<file path="src/rtl/sdadc_pkg.sv">
package sdadc_pkg;
  typedef enum logic [1:0] {
    ST_CONV  = 2'd0,
    ST_SLEEP = 2'd1,
    ST_OUT   = 2'd2
  } seq_state_e;
endpackage

</file>
<file path="src/rtl/sdadc_pin_sync.sv">
module sdadc_pin_sync #(
  parameter int STAGES = 2
) (
  input  logic clk,
  input  logic rst_n,
  input  logic cs_n_i,
  input  logic sck_i,
  input  logic sdi_i,
  output logic cs_n_o,
  output logic sdi_o,
  output logic sck_rise_o,
  output logic sck_fall_o
);
  localparam int NPIN = 3;
  localparam logic [NPIN-1:0] IDLE_LVL = 3'b001;

  logic [NPIN-1:0] pin_raw;
  logic [NPIN-1:0] pin_s;
  logic            sck_prev;

  assign pin_raw = {sdi_i, sck_i, cs_n_i};

  for (genvar g = 0; g < NPIN; g++) begin : g_pin
    logic [STAGES-1:0] pipe;
    always_ff @(posedge clk or negedge rst_n) begin
      if (!rst_n) pipe <= {STAGES{IDLE_LVL[g]}};
      else        pipe <= {pipe[STAGES-2:0], pin_raw[g]};
    end
    assign pin_s[g] = pipe[STAGES-1];
  end

  always_ff @(posedge clk or negedge rst_n) begin
    if (!rst_n) sck_prev <= 1'b0;
    else        sck_prev <= pin_s[1];
  end

  assign cs_n_o     = pin_s[0];
  assign sdi_o      = pin_s[2];
  assign sck_rise_o = pin_s[1] & ~sck_prev;
  assign sck_fall_o = ~pin_s[1] & sck_prev;
endmodule

</file>
<file path="src/rtl/sdadc_word_shifter.sv">
module sdadc_word_shifter #(
  parameter int WORD_W = 32
) (
  input  logic              clk,
  input  logic              rst_n,
  input  logic              load,
  input  logic [WORD_W-1:0] load_word,
  input  logic              shift,
  output logic              msb_o,
  output logic [WORD_W-1:0] word_o
);
  logic [WORD_W-1:0] shreg;

  always_ff @(posedge clk or negedge rst_n) begin
    if (!rst_n)     shreg <= '0;
    else if (load)  shreg <= load_word;
    else if (shift) shreg <= {shreg[WORD_W-2:0], 1'b0};
  end

  assign msb_o  = shreg[WORD_W-1];
  assign word_o = shreg;
endmodule

</file>
<file path="src/rtl/sdadc_cfg_capture.sv">
module sdadc_cfg_capture #(
  parameter int CFG_W = 5
) (
  input  logic             clk,
  input  logic             rst_n,
  input  logic             clear,
  input  logic             sample,
  input  logic             sdi,
  input  logic             apply,
  output logic [CFG_W-2:0] mode_o
);
  localparam int CNT_W = $clog2(CFG_W + 1);

  logic [CFG_W-1:0] cap;
  logic [CNT_W-1:0] cnt;
  logic             full;

  assign full = (cnt == CNT_W'(CFG_W));

  always_ff @(posedge clk or negedge rst_n) begin
    if (!rst_n) begin
      cap <= '0;
      cnt <= '0;
    end else if (clear) begin
      cap <= '0;
      cnt <= '0;
    end else if (sample && !full) begin
      cap <= {cap[CFG_W-2:0], sdi};
      cnt <= cnt + 1'b1;
    end
  end

  always_ff @(posedge clk or negedge rst_n) begin
    if (!rst_n)                          mode_o <= '0;
    else if (apply && full && cap[CFG_W-1]) mode_o <= cap[CFG_W-2:0];
  end
endmodule

</file>
<file path="src/rtl/sdadc_seq.sv">
module sdadc_seq
  import sdadc_pkg::*;
#(
  parameter int RES_W       = 24,
  parameter int SUB_W       = 5,
  parameter int CFG_W       = 5,
  parameter int SYNC_STAGES = 2
) (
  input  logic             clk,
  input  logic             rst_n,
  input  logic             cs_n,
  input  logic             sck,
  input  logic             sdi,
  output logic             sdo,
  output logic             sdo_oe,
  output logic             conv_start,
  input  logic             res_valid,
  output logic             res_ready,
  input  logic             res_sign,
  input  logic [RES_W-1:0] res_code,
  input  logic [SUB_W-1:0] res_sub,
  output logic             cfg_temp_sel,
  output logic             cfg_rej_a,
  output logic             cfg_rej_b,
  output logic             cfg_speed
);
  localparam int WORD_W = 3 + RES_W + SUB_W;

  seq_state_e state, state_nx;

  logic              cs_s, sdi_s, sck_rise, sck_fall;
  logic              seen_rise;
  logic              boot;
  logic              conv_start_q;
  logic              in_out, enter_conv, load;
  logic              shifter_msb;
  logic [WORD_W-1:0] shreg_word;
  logic [WORD_W-1:0] fresh_word;
  logic [CFG_W-2:0]  cfg_mode;

  sdadc_pin_sync #(.STAGES(SYNC_STAGES)) u_sync (
    .clk(clk), .rst_n(rst_n),
    .cs_n_i(cs_n), .sck_i(sck), .sdi_i(sdi),
    .cs_n_o(cs_s), .sdi_o(sdi_s),
    .sck_rise_o(sck_rise), .sck_fall_o(sck_fall)
  );

  assign in_out     = (state == ST_OUT);
  assign enter_conv = in_out && cs_s && seen_rise;
  assign load       = (state == ST_CONV) && res_valid;
  assign fresh_word = {1'b0, 1'b0, res_sign, res_code, res_sub};

  always_comb begin
    state_nx = state;
    unique case (state)
      ST_CONV:  if (res_valid) state_nx = ST_SLEEP;
      ST_SLEEP: if (!cs_s)     state_nx = ST_OUT;
      ST_OUT:   if (cs_s)      state_nx = seen_rise ? ST_CONV : ST_SLEEP;
      default:                 state_nx = ST_CONV;
    endcase
  end

  always_ff @(posedge clk or negedge rst_n) begin
    if (!rst_n) begin
      state        <= ST_CONV;
      seen_rise    <= 1'b0;
      boot         <= 1'b1;
      conv_start_q <= 1'b0;
    end else begin
      state        <= state_nx;
      boot         <= 1'b0;
      conv_start_q <= boot | enter_conv;
      if (!in_out)                    seen_rise <= 1'b0;
      else if (sck_rise && !cs_s)     seen_rise <= 1'b1;
    end
  end

  sdadc_word_shifter #(.WORD_W(WORD_W)) u_shift (
    .clk(clk), .rst_n(rst_n),
    .load(load), .load_word(fresh_word),
    .shift(in_out && !cs_s && seen_rise && sck_fall),
    .msb_o(shifter_msb), .word_o(shreg_word)
  );

  sdadc_cfg_capture #(.CFG_W(CFG_W)) u_cfg (
    .clk(clk), .rst_n(rst_n),
    .clear(!in_out),
    .sample(in_out && !cs_s && sck_rise),
    .sdi(sdi_s),
    .apply(enter_conv),
    .mode_o(cfg_mode)
  );

  assign sdo          = (state == ST_CONV) ? 1'b1 : shifter_msb;
  assign sdo_oe       = !cs_s;
  assign conv_start   = conv_start_q;
  assign res_ready    = (state == ST_CONV);
  assign cfg_temp_sel = cfg_mode[CFG_W-2];
  assign cfg_rej_a    = cfg_mode[CFG_W-3];
  assign cfg_rej_b    = cfg_mode[CFG_W-4];
  assign cfg_speed    = cfg_mode[CFG_W-5];
endmodule

</file>
<file path="config.mk">
export PLATFORM = sky130hd
export DESIGN_NAME = sdadc_seq
export DESIGN_NICKNAME = d
export VERILOG_FILES = /design/src/rtl/sdadc_pkg.sv /design/src/rtl/sdadc_pin_sync.sv /design/src/rtl/sdadc_word_shifter.sv /design/src/rtl/sdadc_cfg_capture.sv /design/src/rtl/sdadc_seq.sv
export SDC_FILE = /design/constraint.sdc
export NUM_CORES = 1
export LEC_CHECK = 0
export BUFFER_PORTS_ARGS = -buffer_cell sky130_fd_sc_hd__buf_4
export CORE_MARGIN = 2
export CORE_UTILIZATION = 50
export CTS_BUF_LIST = sky130_fd_sc_hd__clkbuf_2 sky130_fd_sc_hd__clkbuf_4 sky130_fd_sc_hd__clkbuf_8
export CTS_CLUSTER_SIZE = 28
export DETAILED_ROUTE_END_ITERATION = 8
export MAX_ROUTING_LAYER = met4
export PLACE_DENSITY_LB_ADDON = 0.05
export SYNTH_ARGS = -nofsm -noshare
export SYNTH_HDL_FRONTEND = slang
export SYNTH_SLANG_ARGS = --single-unit
</file>
<file path="constraint.sdc">
create_clock -name clk -period 1.4 [get_ports clk]
set_input_delay 0.21 -clock clk [delete_from_list [all_inputs] [get_ports clk]]
set_output_delay 0.21 -clock clk [all_outputs]
set_load 0.01 [all_outputs]
</file>
==> results.sh <==
export IMPL_status="finished, violations left"
export IMPL_violations="setup timing"
export IMPL_clk_latency_ns=0.32
export IMPL_yosys_area_share_adder=0.0104
export IMPL_yosys_top_cells_area="dfrtp_1 55%, a221o_1 12%, and2_1 7.6%, dfstp_2 3.3%, nand2_1 2.0%"
export IMPL_yosys_area_top_type_share=0.553
export IMPL_r2r_cells=5
export IMPL_syn_nets=227
export IMPL_avgSynthCellArea_um2=12.7
export IMPL_cp_buffers_inverters=2
export IMPL_setup_ws_ns=-0.100
export IMPL_min_from="res_sub[0]"
export IMPL_synth_cells=189
export IMPL_critPathMostFrequentCell="buf_6"
export IMPL_fin_area_um2=3320
export IMPL_htreeDepth=2
export IMPL_synth_flop_cell="dfrtp_1"
export IMPL_clock_skew_ns=0.00840
export IMPL_cts_tree="done"
export IMPL_path_clk_slew_ns=0.10
export IMPL_r2r_end="u_shift.word_o[3]"
export IMPL_synth_edf_count=0
export IMPL_cts_buffer_depth=2
export IMPL_grt_max_degree=57
export IMPL_yosysTopAreaCell="dfrtp_1"
export IMPL_synth_warnings=0
export IMPL_gp_congestion=0.839
export IMPL_critical_path_class="reg -> reg"
export IMPL_slew_violations=0
export IMPL_die_h_um=73.3
export IMPL_antenna_found_initial=0
export IMPL_hpwl_um=3150
export IMPL_grt_pass1_wl_um=8640
export IMPL_synth_simple_area_share=0.173
export IMPL_fp_dieW_um=73.3
export IMPL_ff2ff_setup_slack_ns=-0.10
export IMPL_worst_path_max_delay_cell="dfrtp_2"
export IMPL_final_antenna_net_count=0
export IMPL_fin_cells=316
export IMPL_yosysUniqueCellTypes=38
export IMPL_path_cells="buf_6, nor3b_4, buf_6, a21oi_4, a221o_1"
export IMPL_end_kind="flip-flop"
export IMPL_cap_violations=0
export IMPL_ir_drop_v=0.000859
export IMPL_arrival_ns=1.70
export IMPL_dp_cells=293
export IMPL_whs_endpoint="u_shift.word_o[0]"
export IMPL_core_area_um2=4660
export IMPL_io_pins=44
export IMPL_post_synth_top_count_cell="dfrtp_1"
export IMPL_drive_above_1_share=0.435
export IMPL_nets=299
export IMPL_slew_headroom=0.547
export IMPL_pre_cts_ws_ns=-0.176
export IMPL_hold_violations=0
export IMPL_synth_xor_area_frac=0
export IMPL_grt_pass1_vias=1783
export IMPL_hp_class="in -> reg"
export IMPL_dpl_cell_area_um2=2900
export IMPL_setup_viol=35
export IMPL_drt_iter0_drc=101
export IMPL_power_density_nw_per_um2=1510
export IMPL_num_rows=25
export IMPL_synthArstFlopShare=1.00
export IMPL_n_fill_cell=332
export IMPL_crit_path_max_incr_delay_ns=0.45
export IMPL_post_route_period_util=1.07
export IMPL_synth_compound_area_frac=0.161
export IMPL_cp_max_fo=7
export IMPL_io_buffer_count=43
export IMPL_grt_usage=0.219
export IMPL_post_drt_wl_per_cell_um=17.2
export IMPL_finalWorstPathRequiredPeriod_ns=1.50
export IMPL_overflow=0
export IMPL_path_delay_family="flip-flops"
export IMPL_die_area_um2=5370
export IMPL_dr_pass1_iters=4
export IMPL_required_ns=1.60
export IMPL_drc=0
export IMPL_leakagePower_nw=1.58
export IMPL_max_freq_ghz=0.667
export IMPL_drt_total_wl_um=5430
export IMPL_area_delta_synth_final_pct=38.3
export IMPL_worst_pin_slew_ns=0.679
export IMPL_synth_top_family_by_area="simple AND/OR/NAND/NOR gates"
export IMPL_netlist_area_um2=2400
export IMPL_synthMuxAreaShare=0.0355
export IMPL_ys_seq_elements=56
export IMPL_r2r_start="state[0]"
export IMPL_whs_path_depth=3
export IMPL_cts_buffers_inserted=5
export IMPL_via_per_inst=5.76
export IMPL_diodes=0
export IMPL_clkSinkCount=56
export IMPL_ys_seq_area_frac=0.586
export IMPL_cts_root_buf="clkbuf_8"
export IMPL_start_util=0.515
export IMPL_vias=1820
export IMPL_start_kind="flip-flop"
export IMPL_synth_common_cells="53 x dfrtp_1, 29 x a221o_1, 29 x and2_1"
export IMPL_rsz0062_at_grt="true"
[worst min-delay path: cells and delay by family]
kind	cells	cell delay (ns)
buf+inv	1	0.08
compound gates	1	0.04
simple gates	1	0.04
[area by class of cell]
type | instances | area (um2) | area share
multi-input combinational | 121 | 1090 | 0.328
tap | 54 | 67.6 | 0.0204
timing repair buffer | 74 | 654 | 0.197
clock inverter | 3 | 22.5 | 0.00679
sequential | 56 | 1410 | 0.424
clock buffer | 5 | 68.8 | 0.0207
inverter | 3 | 11.3 | 0.00339
[kinds of logic (layout without fill, tap and decap cells)]
group | count (synthesis) | count (layout)
multiplexers | 8 | 8
flip-flops | 56 | 56
other | 1 | 1
AND/OR/NAND/NOR | 64 | 64
adder cells (fa/ha/maj) | 2 | 2
buffers and inverters | 15 | 85
AO/OA/AOI/OAI | 43 | 46
[metal layers]
layer  routed length, um  vias up  global-route usage
li1                    -      839                   -
met1                2410      899               0.317
met2                2570       73               0.306
met3                 376        9              0.0631
met4                  69        0              0.0514
met5                   0        -                   -
[flip-flops by register name, summed over array words and instances (netlist names)]
signal,count
state,2
u_cfg.mode_o,4
u_sync.sck_prev,1
u_cfg.cap,5
seen_rise,1
boot,1
u_cfg.cnt,3
u_shift.word_o,32
u_sync.g_pin.pipe,6
conv_start,1
[power by group]
| group | total (mW) | switching [mW] | internal, mW |
|---|---|---|---|
| sequential | 2.39 | 0.306 | 2.08 |
| combinational | 1.71 | 0.719 | 0.991 |
| clock | 0.910 | 0.550 | 0.360 |
| total | 5.01 | 1.57 | 3.43 |
[per-stage QoR]
stage	power, mW	util	hold WS [ns]	setup TNS (ns)
detailed placement	3.72	0.622	0.297	-4.99
global route	5.29	0.712	0.0827	-4.52
global placement	3.65	0.622	0.278	-3.52
CTS	4.84	0.688	0.111	-1.80
finish	5.01	0.712	0.0912	-2.27
floorplan	3.26	-	-0.0856	-0.0688
[cells in the final DEF, fill, tap and decap left out, drive strengths merged]
cell,Yosys,layout
a211oi,1,1
a21o,1,1
a21oi,4,7
a221o,29,29
a2bb2oi,1,1
and2,29,29
and3b,1,1
and4b,1,1
buf,7,69
clkbuf,5,6
clkinv,0,2
conb,1,1
dfrtp,53,53
dfstp,3,3
dlygate4sd3,0,4
ha,2,2
inv,3,4
mux2,4,4
mux2i,4,4
nand2,13,13
nand2b,1,1
nand3,3,3
nand3b,1,1
nand4,1,1
nand4b,1,1
nor2,3,3
nor2b,1,1
nor3,3,3
nor3b,3,3
o21ai,5,5
o22ai,1,1
o311a,1,1
or2,1,1
or2b,1,1
or3b,1,1
[worst max-delay path by stage]
stage	from	end	slack, ns	cells past startpoint
floorplan	state[1]	u_shift.word_o[10]	-0.003	5
global placement	state[0]	u_shift.word_o[19]	-0.12	3
detailed placement	u_sync.g_pin[0].pipe[1]	u_shift.word_o[10]	-0.18	3
CTS	state[0]	sdo	-0.07	4
global route	state[0]	u_shift.word_o[3]	-0.17	5
finish	state[0]	u_shift.word_o[3]	-0.10	5
[what timing repair did]
item / CTS / global route
buffers inserted: 6 / 2
pin swaps: 6 / 4
setup endpoints to repair: 42 / 45
hold endpoints to repair: 56 / 0
gates resized for setup: 26 / 19
cloned: 2 / 2
hold buffers: 4 / 0
No activity file was read; power rests on OpenSTA's default activity.
